**src/rtl/ddr2_guard_pkg.sv**
```systemverilog
package ddr2_guard_pkg;
  typedef enum logic [2:0] {
    OP_NOP = 3'd0,
    OP_ACT = 3'd1,
    OP_RD  = 3'd2,
    OP_WR  = 3'd3,
    OP_PRE = 3'd4,
    OP_REF = 3'd5,
    OP_SRX = 3'd6,
    OP_LMR = 3'd7
  } op_e;

  typedef enum logic [2:0] {
    VC_NONE     = 3'd0,
    VC_NOT_OPEN = 3'd1,
    VC_BUSY     = 3'd2,
    VC_NOT_IDLE = 3'd3,
    VC_WAIT     = 3'd4,
    VC_SELFREF  = 3'd5
  } viol_e;
endpackage

```
**src/rtl/ddr2_bank_slot.sv**
```systemverilog
module ddr2_bank_slot #(
  parameter int T_RP = 4
) (
  input  logic clk,
  input  logic rst_n,
  input  logic open_req,
  input  logic close_req,
  output logic is_open,
  output logic rp_busy
);
  localparam int CW = (T_RP < 2) ? 1 : $clog2(T_RP + 1);
  localparam logic [CW-1:0] RELOAD = CW'(T_RP - 1);

  logic [CW-1:0] cnt;

  always_ff @(posedge clk) begin
    if (!rst_n) begin
      is_open <= 1'b0;
      cnt     <= '0;
    end else if (close_req) begin
      is_open <= 1'b0;
      cnt     <= RELOAD;
    end else begin
      if (open_req) is_open <= 1'b1;
      if (cnt != '0) cnt <= cnt - 1'b1;
    end
  end

  assign rp_busy = (cnt != '0);
endmodule

```
**src/rtl/ddr2_wait_timer.sv**
```systemverilog
module ddr2_wait_timer #(
  parameter int T_MRD = 2,
  parameter int T_RFC = 12
) (
  input  logic clk,
  input  logic rst_n,
  input  logic load_mrd,
  input  logic load_rfc,
  output logic busy
);
  localparam int LONGEST = (T_MRD > T_RFC) ? T_MRD : T_RFC;
  localparam int CW = (LONGEST < 2) ? 1 : $clog2(LONGEST + 1);
  localparam logic [CW-1:0] MRD_LD = CW'(T_MRD - 1);
  localparam logic [CW-1:0] RFC_LD = CW'(T_RFC - 1);

  logic [CW-1:0] cnt;

  always_ff @(posedge clk) begin
    if (!rst_n)             cnt <= '0;
    else if (load_rfc)      cnt <= RFC_LD;
    else if (load_mrd)      cnt <= MRD_LD;
    else if (cnt != '0)     cnt <= cnt - 1'b1;
  end

  assign busy = (cnt != '0);
endmodule

```
**src/rtl/ddr2_cmd_judge.sv**
```systemverilog
module ddr2_cmd_judge
  import ddr2_guard_pkg::*;
#(
  parameter int NUM_BANKS = 8,
  localparam int BA_W = (NUM_BANKS < 2) ? 1 : $clog2(NUM_BANKS)
) (
  input  logic                 cmd_valid,
  input  op_e                  op,
  input  logic [BA_W-1:0]      bank,
  input  logic                 all_banks,
  input  logic                 autopre,
  input  logic                 cke,
  input  logic                 burst_busy,
  input  logic [NUM_BANKS-1:0] bank_open,
  input  logic [NUM_BANKS-1:0] rp_busy,
  input  logic                 wait_busy,
  input  logic                 in_sr,
  output logic                 ok,
  output logic                 bad,
  output viol_e                code,
  output logic [NUM_BANKS-1:0] open_mask,
  output logic [NUM_BANKS-1:0] close_mask,
  output logic                 do_ref,
  output logic                 do_sre,
  output logic                 do_srx,
  output logic                 do_lmr
);
  logic [NUM_BANKS-1:0] sel;
  logic any_open, any_rp, tgt_open, tgt_rp;

  assign sel      = NUM_BANKS'(1) << bank;
  assign any_open = |bank_open;
  assign any_rp   = |rp_busy;
  assign tgt_open = |(bank_open & sel);
  assign tgt_rp   = |(rp_busy & sel);

  always_comb begin
    ok         = 1'b0;
    bad        = 1'b0;
    code       = VC_NONE;
    open_mask  = '0;
    close_mask = '0;
    do_ref     = 1'b0;
    do_sre     = 1'b0;
    do_srx     = 1'b0;
    do_lmr     = 1'b0;
    if (cmd_valid && op != OP_NOP) begin
      if (in_sr) begin
        if (op == OP_SRX) do_srx = 1'b1;
        else              code   = VC_SELFREF;
      end else if (op == OP_SRX) begin
        code = VC_SELFREF;
      end else if (wait_busy) begin
        code = VC_WAIT;
      end else begin
        case (op)
          OP_ACT: begin
            if (tgt_open)    code = VC_BUSY;
            else if (tgt_rp) code = VC_WAIT;
            else             open_mask = sel;
          end
          OP_RD, OP_WR: begin
            if (!tgt_open)       code = VC_NOT_OPEN;
            else if (burst_busy) code = VC_BUSY;
            else if (autopre)    close_mask = sel;
          end
          OP_PRE: close_mask = all_banks ? {NUM_BANKS{1'b1}} : sel;
          OP_REF: begin
            if (any_open)    code = VC_NOT_IDLE;
            else if (any_rp) code = VC_WAIT;
            else if (cke)    do_ref = 1'b1;
            else             do_sre = 1'b1;
          end
          OP_LMR: begin
            if (any_open)        code = VC_NOT_IDLE;
            else if (burst_busy) code = VC_BUSY;
            else if (any_rp)     code = VC_WAIT;
            else                 do_lmr = 1'b1;
          end
          default: ;
        endcase
      end
      ok  = (code == VC_NONE);
      bad = (code != VC_NONE);
      if (bad) begin
        open_mask  = '0;
        close_mask = '0;
      end
    end
  end
endmodule

```
**src/rtl/ddr2_cmd_guard.sv**
```systemverilog
module ddr2_cmd_guard
  import ddr2_guard_pkg::*;
#(
  parameter int NUM_BANKS   = 8,
  parameter int T_RP        = 4,
  parameter int T_MRD       = 2,
  parameter int T_RFC       = 12,
  parameter int MR_W        = 14,
  parameter int DLL_RST_BIT = 8,
  localparam int BA_W = (NUM_BANKS < 2) ? 1 : $clog2(NUM_BANKS)
) (
  input  logic                 clk,
  input  logic                 rst_n,
  input  logic                 cmd_valid,
  input  logic [2:0]           cmd_op,
  input  logic [BA_W-1:0]      cmd_bank,
  input  logic                 cmd_all,
  input  logic                 cmd_autopre,
  input  logic                 cmd_cke,
  input  logic                 burst_busy,
  input  logic [MR_W-1:0]      mode_data,
  output logic                 resp_legal,
  output logic                 resp_illegal,
  output logic [2:0]           resp_code,
  output logic [NUM_BANKS-1:0] bank_open,
  output logic                 self_refresh,
  output logic                 mode_loaded,
  output logic [MR_W-1:0]      mode_value
);
  op_e                  op;
  viol_e                code;
  logic                 ok, bad, do_ref, do_sre, do_srx, do_lmr, wait_busy;
  logic [NUM_BANKS-1:0] open_mask, close_mask, rp_busy;

  assign op = op_e'(cmd_op);

  ddr2_cmd_judge #(.NUM_BANKS(NUM_BANKS)) u_judge (
    .cmd_valid  (cmd_valid),
    .op         (op),
    .bank       (cmd_bank),
    .all_banks  (cmd_all),
    .autopre    (cmd_autopre),
    .cke        (cmd_cke),
    .burst_busy (burst_busy),
    .bank_open  (bank_open),
    .rp_busy    (rp_busy),
    .wait_busy  (wait_busy),
    .in_sr      (self_refresh),
    .ok         (ok),
    .bad        (bad),
    .code       (code),
    .open_mask  (open_mask),
    .close_mask (close_mask),
    .do_ref     (do_ref),
    .do_sre     (do_sre),
    .do_srx     (do_srx),
    .do_lmr     (do_lmr)
  );

  for (genvar b = 0; b < NUM_BANKS; b++) begin : g_bank
    ddr2_bank_slot #(.T_RP(T_RP)) u_slot (
      .clk       (clk),
      .rst_n     (rst_n),
      .open_req  (open_mask[b]),
      .close_req (close_mask[b]),
      .is_open   (bank_open[b]),
      .rp_busy   (rp_busy[b])
    );
  end

  ddr2_wait_timer #(.T_MRD(T_MRD), .T_RFC(T_RFC)) u_wait (
    .clk      (clk),
    .rst_n    (rst_n),
    .load_mrd (do_lmr),
    .load_rfc (do_ref | do_srx),
    .busy     (wait_busy)
  );

  always_ff @(posedge clk) begin
    if (!rst_n) begin
      resp_legal   <= 1'b0;
      resp_illegal <= 1'b0;
      resp_code    <= 3'd0;
      self_refresh <= 1'b0;
      mode_loaded  <= 1'b0;
      mode_value   <= '0;
    end else begin
      resp_legal   <= ok;
      resp_illegal <= bad;
      resp_code    <= code;
      if (do_sre)      self_refresh <= 1'b1;
      else if (do_srx) self_refresh <= 1'b0;
      if (do_lmr) begin
        mode_value  <= mode_data;
        mode_loaded <= 1'b1;
      end else begin
        mode_value[DLL_RST_BIT] <= 1'b0;
      end
    end
  end
endmodule

```
**config.mk**
```make
export PLATFORM = sky130hd
export DESIGN_NAME = ddr2_cmd_guard
export DESIGN_NICKNAME = d
export VERILOG_FILES = /design/src/rtl/ddr2_guard_pkg.sv /design/src/rtl/ddr2_bank_slot.sv /design/src/rtl/ddr2_wait_timer.sv /design/src/rtl/ddr2_cmd_judge.sv /design/src/rtl/ddr2_cmd_guard.sv
export SDC_FILE = /design/constraint.sdc
export NUM_CORES = 1
export LEC_CHECK = 0
export BUFFER_PORTS_ARGS = -buffer_cell sky130_fd_sc_hd__buf_4
export CORE_ASPECT_RATIO = 0.75
export CORE_UTILIZATION = 55
export DETAILED_ROUTE_END_ITERATION = 16
export HOLD_SLACK_MARGIN = 0.02
export PLACE_DENSITY = 0.79
export SYNTH_ARGS = -nofsm -noshare
export SYNTH_HDL_FRONTEND = slang
export SYNTH_SLANG_ARGS = --single-unit
```
**constraint.sdc**
```tcl
create_clock -name clk -period 4.95 [get_ports clk]
set_clock_uncertainty 0.15 [all_clocks]
set_input_delay 0.495 -clock clk [delete_from_list [all_inputs] [get_ports clk]]
set_output_delay 0.495 -clock clk [all_outputs]
set_load 0.02 [all_outputs]
```
After elaboration in Yosys (flattened, before gate mapping) --
Cells that the tools add are included. W data, S select, Z words.
Storage, ports and cells: memories 0, output and inout bits 29, memory bits (writable) 0, register bits after elaboration 57, input port bits 27, latch bits 0, bits in read-only memories 0
Cells by class: bitwise operators 4, reduce and logical (&&, ||, !) cells 39, divide/modulo/power cells 0, multipliers 0, equality and inequality tests 7, $lt $le $gt $ge 0, $add $sub $neg 9, shift-type cells 1, mux-type cells 80
Operators with widths (number):
- $mux W8 | 17
- $mux W3 | 12
- $mux W2 | 17
- $reduce_bool A3 Y1 | 11
- $reduce_or A8 Y1 | 4
- $mux W1 | 29
- $sub A3 B1 Y3 const B | 8
- $reduce_bool A2 Y1 | 9
- $reduce_or A2 Y1 | 9
- $and A8 B8 Y8 | 2
- $pmux W8 S2 | 1
- $eq A3 B3 Y1 const B | 4
- $mux W4 | 3
- $pmux W3 S4 | 1
- $shl A1 B3 Y8 const A | 1
- $eq A3 B2 Y1 const B | 2
- $reduce_and A2 Y1 | 2
- $reduce_bool A4 Y1 | 1
- $sub A4 B1 Y4 const B | 1
- $eq A3 B1 Y1 const B | 1
- $logic_not A3 Y1 | 1
- $reduce_or A3 Y1 | 1
- $logic_and A1 B1 Y1 | 1
- $not A1 Y1 | 1
- $or A1 B1 Y1 | 1

Logic depth before layout (Yosys ltp) --
Gate-level depths: netlist of the first run.
depth after elaboration 14, depth in mapped cells 9

By module --
From an unflattened synthesis of the first run, not the netlist that was laid out.
Unflattened totals: cell total of the unflattened synthesis 349, area total of the unflattened synthesis 3233.1 µm²
Modules (own cells, without submodules):
- ddr2_bank_slot | cells an instance 22, instances 8, sequential area each 80.1 µm², area each 205.2 µm²
- ddr2_cmd_guard | cells an instance 61, instances 1, sequential area each 420.4 µm², area each 737.0 µm²
- ddr2_cmd_judge | cells an instance 90, instances 1, sequential area each 0.0 µm², area each 631.9 µm²
- ddr2_wait_timer | cells an instance 22, instances 1, sequential area each 80.1 µm², area each 222.7 µm²

Worst setup path before layout of the first run --
OpenSTA, ideal clock, no wires.
path type input-to-reg, from input cmd_bank[2], to register g_bank[0].u_slot.cnt[0], arrival 2.647 ns, stages on the path 8, buffers on the path 4, required time 4.723 ns, slack 2.076 ns, setup time 0.077 ns, cells stage by stage clkbuf_1 -> mux4_2 -> o41a_1 -> buf_6 -> or4_1 -> buf_2 -> buf_6 -> o22ai_2
On the way: longest elaborated chain between the ends 14, elaborated cells between the ends (all ways) 26, classes of those cells shift (1); mux (19); bitwise (2); reduce/logical (4)
RTL lines:
- from (decl) | RTL line ddr2_cmd_guard.sv:16 | input logic [BA_W-1:0] cmd_bank,
- $shl A1 B3 Y8 * | RTL line ddr2_cmd_judge.sv:31 | assign sel = NUM_BANKS'(1) << bank;
- $and A8 B8 Y8 | RTL line ddr2_cmd_judge.sv:35 | assign tgt_rp = |(rp_busy & sel);
- $reduce_or A8 Y1 | RTL line ddr2_cmd_judge.sv:35
- $mux W3 | RTL line ddr2_cmd_judge.sv:59 | else if (tgt_rp) code = VC_WAIT;
- $mux W3 | RTL line ddr2_cmd_judge.sv:58 | if (tgt_open) code = VC_BUSY;
- $pmux W3 S4 | RTL line ddr2_cmd_judge.sv:56 | case (op)
- $mux W3 | RTL line ddr2_cmd_judge.sv:53 | end else if (wait_busy) begin
- $mux W3 | RTL line ddr2_cmd_judge.sv:51 | end else if (op == OP_SRX) begin
- $mux W3 | RTL line ddr2_cmd_judge.sv:48 | if (in_sr) begin
- $mux W3 | RTL line ddr2_cmd_judge.sv:47 | if (cmd_valid && op != OP_NOP) begin
- $reduce_bool A3 Y1 | RTL line ddr2_cmd_judge.sv:84 | bad = (code != VC_NONE);
- $mux W8 * | RTL line ddr2_cmd_judge.sv:85 | if (bad) begin
- $mux W8 * | RTL line ddr2_cmd_judge.sv:47
- $mux W2 or $reduce_bool A2 Y1 (tied branches)
- to (signal assigned) | RTL line ddr2_bank_slot.sv:25 | if (cnt != '0) cnt <= cnt - 1'b1;
- to (decl) | RTL line ddr2_bank_slot.sv:14 | logic [CW-1:0] cnt;
Mark *: on every way between the ends. The rest lies on a longest branch, timed or not. The select of a mux whose other input is x is not followed. A chain may end at the register's enable or synchronous reset.

Worst setup path in the final report of the first run --
from register u_wait.cnt[0], to register g_bank[5].u_slot.cnt[1]
On the way: longest elaborated chain between the ends 9, elaborated cells between the ends (all ways) 13, classes of those cells mux (10); reduce/logical (3)
RTL lines:
- from (decl) | RTL line ddr2_wait_timer.sv:16 | logic [CW-1:0] cnt;
- from (signal assigned) | RTL line ddr2_wait_timer.sv:22 | else if (cnt != '0) cnt <= cnt - 1'b1;
- $reduce_bool A4 Y1 * | RTL line ddr2_wait_timer.sv:25 | assign busy = (cnt != '0);
- $mux W3 | RTL line ddr2_cmd_judge.sv:53
- $mux W3 | RTL line ddr2_cmd_judge.sv:51
- $mux W3 | RTL line ddr2_cmd_judge.sv:48
- $mux W3 | RTL line ddr2_cmd_judge.sv:47
- $reduce_bool A3 Y1 | RTL line ddr2_cmd_judge.sv:84
- $mux W8 * | RTL line ddr2_cmd_judge.sv:85
- $mux W8 * | RTL line ddr2_cmd_judge.sv:47
- $mux W2 or $reduce_bool A2 Y1 (tied branches)
- to (signal assigned) | RTL line ddr2_bank_slot.sv:25
- to (decl) | RTL line ddr2_bank_slot.sv:14
Marked as above.

==> results.ini, run 1 <==
[setup_path]
setup.worst_path.class = reg2reg
path_max_fanout = 16
startpoint_type = flop
worstSetupEndpointType = flop
required_ns = 5.05
worstPathArrival_ns = 3.18

[min_path]
hold_path_class = in2reg

[sta]
finalCriticalPeriod_ns = 3.079
finalHoldViolations = 0
tns_ns = 0
post-route-period-util = 0.6221
max_freq_mhz = 324.8
setup_viol = 0
final-max-slew-violation-count = 0
rsz0062_at_grt = false
relSlewSlack = 0.3189
tightest_slew_ns = 1.014

[power]
peakVddDrop_mv = 0.2327
p_per_area_mw_per_mm2 = 502.4
leakage_nw = 1.539
power.total_mw = 1.873

[clock_tree]
clkTransAtPathRegs_ns = 0.06
clk_path_buf_depth = 2
post_cts_resize_count = 0
numCtsBuffers = 9
clkLatencyLatePin_ns = 0.34
tritoncts = yes
ctsHoldBuffers = 0
postCtsSetupBuffers = 0
cts-root-buf = clkbuf_8
clkSinkCount = 57
htreeDepth = 3

[routing]
ant_nets = 0
drt-initial-drc-count = 215
wirelength_um = 7271
drc = 0
drt_pass1_iterations = 5
wire_per_inst_um = 14.81
vias_per_cell = 5.798
vias = 2847

[cells_and_area]
drive_above_1_share = 0.2260
fillers = 458
layout_common_cells = buf_4, dfxtp_1, nand2_1
final_common_cell = buf_4
syn_to_final_growth_pct = 18.73
nNetsFinal = 455
diodes = 0

[placement]
dp_hpwl_um = 5225
place.gp.congestion = 0.9085
port_buffers = 55

[global_routing]
grt.overflow.total = 0
grt_max_degree = 24
antenna_found_initial = 0
grt_pass1_wl_um = 12010
globalRouteTotalUtil = 0.2642
first_global_vias = 2543

[die]
die_w_um = 89.26
row_count = 23
pin_count = 56
core_mm2 = 0.005410
start_util = 0.5805
die_h_um = 67.44
dieArea_mm2 = 0.006019

[synthesis]
synth_seq_cells = 57
synth_edf_count = 0
synth_cell_type_count = 49
synthesis.nets = 415
syn_inst = 371
syn_area_mm2 = 0.003141
synth_area_per_cell_um2 = 8.465
ys.warnings.count = 0
yosysSeqAreaShare = 0.3633
synth_ff_type = dfxtp_1
async_flop_share = 0

[job]
drv_cap = 0

[outcome]
status = finished, final reports clean

Yosys cell counts (5+ instances only):
cell type  instances  area [µm²]
a211o_1            8       70.07
a21oi_1           22       110.1
buf_4              8       60.06
clkbuf_1          16       60.06
dfxtp_1           57        1141
ha_1              17       212.7
inv_1             23       86.33
mux2i_1            9       90.09
nand2_1           56       210.2
nand3b_1           5       37.54
nor2_1            12       45.04
nor2b_1           18       112.6
nor3_1            13       65.06
nor4_1            11       68.82
o21ai_0            9       45.04
o22ai_1           11       68.82
o22ai_2            8       100.1
xnor2_1            9       78.83
stage by stage:
stage	instance area (µm²)	setup slack, ns	std cells	hold slack, ns	util
finish	3729	1.871	491	0.2223	0.6892
global route	3729	1.729	491	0.2308	0.6892
CTS	3729	1.893	491	0.2084	0.6892
detailed placement	3520	1.734	475	0.3027	0.6506
global placement	3520	1.819	475	0.2892	0.6506
floorplan	3141	2.076	371	0.3107	-
worst max-delay path, stage by stage, from the launching register on:
cell,delay [ns]
dfxtp_1,0.30
inv_1,0.08
ha_1,0.23
or4b_1,0.54
or3_1,0.48
or4_1,0.90
o21ai_0,0.30
per-layer routing:
metal	up-vias	routed length (µm)	global-route usage
li1	1385	-	-
met1	1333	3417	0.3630
met2	120	3228	0.3979
met3	9	554	0.07457
met4	0	70	0.08929
met5	-	0	0
path summary, 6_finish.rpt:
check,startpoint,endpoint,slack [ns],cells after the start
worst min register to register,mode_value[12]$_SDFFE_PN0P_,mode_value[12]$_SDFFE_PN0P_,0.31,2
worst max-delay path,u_wait.cnt[0]$_SDFFE_PN0P_,g_bank[5].u_slot.cnt[1]$_SDFFE_PN0P_,1.87,6
worst min-delay path,cmd_valid,self_refresh$_SDFFE_PN0P_,0.22,2
worst max register to register,u_wait.cnt[0]$_SDFFE_PN0P_,g_bank[5].u_slot.cnt[1]$_SDFFE_PN0P_,1.87,6
state kept, by name, summed over array words and instances, names as in the netlist, 3 cells and up:
signal and count:
mode_value 14, u_wait.cnt 4, g_bank.u_slot.is_open 8, g_bank.u_slot.cnt 24, resp_code 3
cell type report:
cell class | count | area [µm²] | share of cell area
multi-input combinational | 262 | 1763 | 0.4728
sequential | 57 | 1141 | 0.3060
timing repair buffer | 58 | 435.4 | 0.1168
clock buffer | 9 | 123.9 | 0.03322
tap | 75 | 93.84 | 0.02517
inverter | 23 | 86.33 | 0.02315
clock inverter | 7 | 85.08 | 0.02282
logic make-up (layout without fill, tap and decap cells):
family	after synthesis	count (layout)	synth area share
compound gates	77	77	0.1721
xor+xnor	10	10	0.02789
fa+ha+maj	17	17	0.06773
buf+inv	52	97	0.07928
flops	57	57	0.3633
mux	10	10	0.03586
simple gates	148	148	0.2538
power breakdown:
group          switching, mW  internal (mW)
logic                  0.416          0.375
clock network          0.184          0.278
registers             0.0559          0.563
total                  0.656           1.22
Note: power is estimated with default switching activity, not from simulation.
==> run 2, diff against run 1 <==
clock period = 3.1 ns   (was 4.95 ns; I/O delays follow)
==> run 2 against run 1 <==
Fmax is 7.6% higher. Via count decreased by 0.81%. Critical path depth increased by 1. Wire length fell by 0.17%. Non-clock buffer count increased by 6. Critical path type unchanged. Highest routed layer unchanged.
==> results.ini, run 2 (synthesized netlist as in run 1, its figures left out) <==
[outcome]
status = finished, final reports clean

[setup_path]
rrSetupSlack_ns = 0.24
worstSetupEndpointType = flop
cp.depth = 7
reg2reg_from = g_bank[0].u_slot.cnt[0]$_SDFFE_PN0P_
required_ns = 3.21
critPathCapture = g_bank[7].u_slot.is_open$_SDFFE_PP0P_
crit_slowest_cell = or4b_2
setup.worst_path.start = g_bank[0].u_slot.cnt[0]$_SDFFE_PN0P_
timing.rr.end = g_bank[7].u_slot.is_open$_SDFFE_PP0P_
path_cells = inv_1 > ha_1 > nor2b_1 > o22ai_1 > or4_1 > or4b_2 > o21ai_0
worst_r2r_path_depth = 7
cpPeakStageDelay_ns = 0.76
worstPathArrival_ns = 2.97
startpoint_type = flop
path_max_fanout = 8
setup.worst_path.class = reg2reg
path_delay_family = simple AND/OR/NAND/NOR gates
worst-path-buf-inv = 1

[power]
peakVddDrop_mv = 0.4784
power.total_mw = 2.905
leakage_nw = 1.538
p_per_area_mw_per_mm2 = 779.4

[cells_and_area]
post-route-util = 0.6889
syn_to_final_growth_pct = 18.69
final_cell_area_mm2 = 0.003727
nNetsFinal = 461
final_common_cell = buf_4
layout_common_cells = buf_4, dfxtp_1, nand2_1
multi_input_area_mm2 = 0.001763
largest_register_ffs = 24
drive_above_1_share = 0.2262
seq_area_mm2 = 0.001141
fillers = 439
largest_register = g_bank.u_slot.cnt
top_regs = g_bank.u_slot.cnt x24, mode_value x14, g_bank.u_slot.is_open x8
layout.cells.non_filler = 495
diodes = 0

[die]
row_count = 23
die_h_um = 67.44
die_w_um = 89.26
dieArea_mm2 = 0.006019
core_mm2 = 0.005410
pin_count = 56
start_util = 0.5805

[global_routing]
met1_usage = 0.3614
grt_max_degree = 33
busiest_layer = met2
gr-usage-met3 = 0.07702
grt_pass1_wl_um = 11960
globalRouteTotalUtil = 0.2668
grt.overflow.total = 0
first_global_vias = 2521
antenna_found_initial = 0
use_met2 = 0.4036

[clock_tree]
tritoncts = yes
htreeDepth = 3
clkTransAtPathRegs_ns = 0.06
cts-root-buf = clkbuf_8
postCtsSetupBuffers = 0
ctsHoldBuffers = 0
numCtsBuffers = 9
clkLatencyLatePin_ns = 0.34
clkSinkCount = 57
clk_path_buf_depth = 2
post_cts_resize_count = 0

[sta]
tns_ns = 0
max_freq_mhz = 349.5
post-route-period-util = 0.9228
final-max-slew-violation-count = 0
finalCriticalPeriod_ns = 2.861
finalHoldViolations = 0
rsz0062_at_grt = false
setup_viol = 0
relSlewSlack = 0.3767
tightest_slew_ns = 0.9306

[routing]
ant_nets = 0
drc = 0
wire_per_inst_um = 14.66
vias = 2824
drt-initial-drc-count = 269
vias_per_cell = 5.705
drt_pass1_iterations = 5
wirelength_um = 7259

[placement]
placed_cells = 481
port_buffers = 55
place.gp.congestion = 0.8873
dp_hpwl_um = 5296
postPlaceCellArea_mm2 = 0.003565

[min_path]
hold_path_class = in2reg

[job]
drv_cap = 0

[run 2: metal layers]
layer	wire length, µm	vias up
met1	3555	1305
met4	121	0
met2	3043	108
li1	-	1397
met5	0	-
met3	539	14
[run 2: where the power goes]
part / internal, mW / switching (mW)
logic: 0.641 / 0.675
clock network: 0.326 / 0.273
registers: 0.900 / 0.0900
[run 2: worst min path at each step]
stage,start,to,slack (ns),cells after the start
2_1_floorplan,cmd_valid,self_refresh$_SDFFE_PN0P_,0.26,1
3_3_place_gp,mode_value[10]$_SDFFE_PN0P_,mode_value[10]$_SDFFE_PN0P_,0.29,2
3_5_place_dp,mode_value[10]$_SDFFE_PN0P_,mode_value[10]$_SDFFE_PN0P_,0.30,2
4_1_cts,cmd_valid,self_refresh$_SDFFE_PN0P_,0.02,2
5_1_grt,cmd_valid,self_refresh$_SDFFE_PN0P_,0.03,2
6_report,cmd_valid,self_refresh$_SDFFE_PN0P_,0.03,2
[run 2: worst reg2reg max path, cell delays in order (launching register included)]
cell and delay, ns:
dfxtp_1 0.30, inv_1 0.10, ha_1 0.20, nor2b_1 0.35
o22ai_1 0.13, or4_1 0.59, or4b_2 0.76, o21ai_0 0.21
[run 2: final cells by class]
| class | instances | share of cell area |
|---|---|---|
| multi-input cells | 262 | 0.4730 |
| flip-flops and latches | 57 | 0.3061 |
| repair buffers | 64 | 0.1289 |
| clock buffers | 14 | 0.04364 |
| well taps | 75 | 0.02518 |
| inverters | 23 | 0.02316 |
[run 2: through the flow]
step	hold slack, ns	setup slack [ns]
2_1_floorplan	0.2566	0.3886
3_3_place_gp	0.2888	0.3405
3_5_place_dp	0.2953	0.2982
4_1_cts	0.02429	0.2677
5_1_grt	0.02799	0.1057
6_report	0.03349	0.2392
==> run 3, diff against run 2 <==
CORE_MARGIN = 5   (was unset)
==> run 3 against run 2 <==
Worst setup slack improved by 0.034 ns. Clock power increased by 43%. Hold slack improved by 0.029 ns. Critical path depth unchanged. Flip-flop and latch count unchanged. Critical endpoint is now g_bank[5].u_slot.cnt[1]$_SDFFE_PN0P_.
==> results.ini, run 3 (synthesized netlist as in run 1, its figures left out) <==
[outcome]
status = finished, final reports clean

[power]
switching_share = 0.3413
leakage_nw = 1.595
internal_power_mw = 2.108
p_per_area_mw_per_mm2 = 834.9
peakVddDrop_mv = 0.4271
p_switching_mw = 1.092
comb_power_share = 0.423
p_seq_frac = 0.309
p_clk_frac = 0.268

[routing]
drt-initial-drc-count = 197
drc = 0
wirelength_um = 7978
vias = 2925
vias_per_cell = 5.850
drt_pass1_iterations = 6
wire_per_inst_um = 15.96
ant_nets = 0

[cells_and_area]
layout_common_cells = buf_4, dfxtp_1, nand2_1
diodes = 0
syn_to_final_growth_pct = 22.03
layout.cells.non_filler = 500
nNetsFinal = 464
final_common_cell = buf_4
top_regs = g_bank.u_slot.cnt x24, mode_value x14, g_bank.u_slot.is_open x8
largest_register_ffs = 24
largest_register = g_bank.u_slot.cnt
fillers = 436
drive_above_1_share = 0.2400

[setup_path]
worstPathArrival_ns = 2.94
path_cells = inv_1 > ha_1 > or4b_1 > or3_1 > or4_1 > buf_4 > o21ai_0
path_delay_family = simple AND/OR/NAND/NOR gates
reg2reg_from = u_wait.cnt[0]$_SDFFE_PN0P_
crit_slowest_cell = or4b_1
setup.worst_path.start = u_wait.cnt[0]$_SDFFE_PN0P_
startpoint_type = flop
path_max_fanout = 16
setup.worst_path.class = reg2reg
worst-path-buf-inv = 2
cpPeakStageDelay_ns = 0.54
required_ns = 3.21
worstSetupEndpointType = flop

[global_routing]
grt.overflow.total = 0
grt_max_degree = 23
grt_pass1_wl_um = 13190
first_global_vias = 2787
gr-usage-met3 = 0.06404
met1_usage = 0.2809
antenna_found_initial = 0
use_met2 = 0.3777
globalRouteTotalUtil = 0.2245
busiest_layer = met2

[die]
dieArea_mm2 = 0.007337
row_count = 23
core_mm2 = 0.005439
die_h_um = 75.44
start_util = 0.5774
die_w_um = 97.26
pin_count = 56

[sta]
post-route-period-util = 0.9118
tns_ns = 0
finalCriticalPeriod_ns = 2.827
max_freq_mhz = 353.8
rsz0062_at_grt = false
final-max-slew-violation-count = 0
hold_slack_ns = 0.06220
setup_viol = 0
relSlewSlack = 0.3735
finalHoldViolations = 0
tightest_slew_ns = 0.9280

[clock_tree]
tritoncts = yes
post_cts_resize_count = 0
ctsHoldBuffers = 1
clkSinkCount = 57
postCtsSetupBuffers = 0
cts-root-buf = clkbuf_8
htreeDepth = 3
clkTransAtPathRegs_ns = 0.07
numCtsBuffers = 9
clkLatencyLatePin_ns = 0.34
clk_path_buf_depth = 2

[min_path]
hold_path_class = in2reg
hold_start = mode_data[8]

[placement]
place.gp.congestion = 0.9311
placed_cells = 483
port_buffers = 55
dp_hpwl_um = 5702

[job]
drv_cap = 0

run 3: final cells by class:
cell class | instances | area [µm²] | area share
clock buffer | 10 | 137.6 | 0.03591
clock inverter | 6 | 105.1 | 0.02742
inverter | 23 | 86.33 | 0.02253
multi-input combinational | 262 | 1763 | 0.4600
sequential | 57 | 1141 | 0.2977
tap | 75 | 93.84 | 0.02449
timing repair buffer | 67 | 505.5 | 0.1319
run 3: final timing paths:
kind,cells past startpoint,to,slack (ns)
worst max-delay path,7,g_bank[5].u_slot.cnt[1]$_SDFFE_PN0P_,0.27
worst min-delay path,2,mode_value[8]$_SDFF_PN0_,0.06
worst max register to register,7,g_bank[5].u_slot.cnt[1]$_SDFFE_PN0P_,0.27
worst min register to register,2,mode_value[5]$_SDFFE_PN0P_,0.30
run 3: metal layers:
metal	up-vias	wire length, µm
li1	1407	-
met1	1357	3499
met2	141	3586
met3	20	738
met4	0	154
met5	-	0
run 3: through the flow:
step           cell area (µm²)  setup slack [ns]  power (mW)    util
2_1_floorplan             3141            0.3886       1.986       -
3_3_place_gp              3580            0.3539       2.255  0.6582
3_5_place_dp              3580            0.3100       2.318  0.6582
4_1_cts                   3832            0.2801       3.201  0.7046
5_1_grt                   3832            0.1323       3.416  0.7046
6_report                  3832            0.2734       3.200  0.7046
run 3: power groups by stage:
stage	Clock [mW]	Sequential, mW	Combinational [mW]
after global routing	0.898	1.01	1.51
after global placement	0	0.995	1.26
after CTS	0.867	0.987	1.35
after detailed placement	0	1.00	1.32
after floorplan	0	0.988	0.998
final	0.856	0.990	1.35
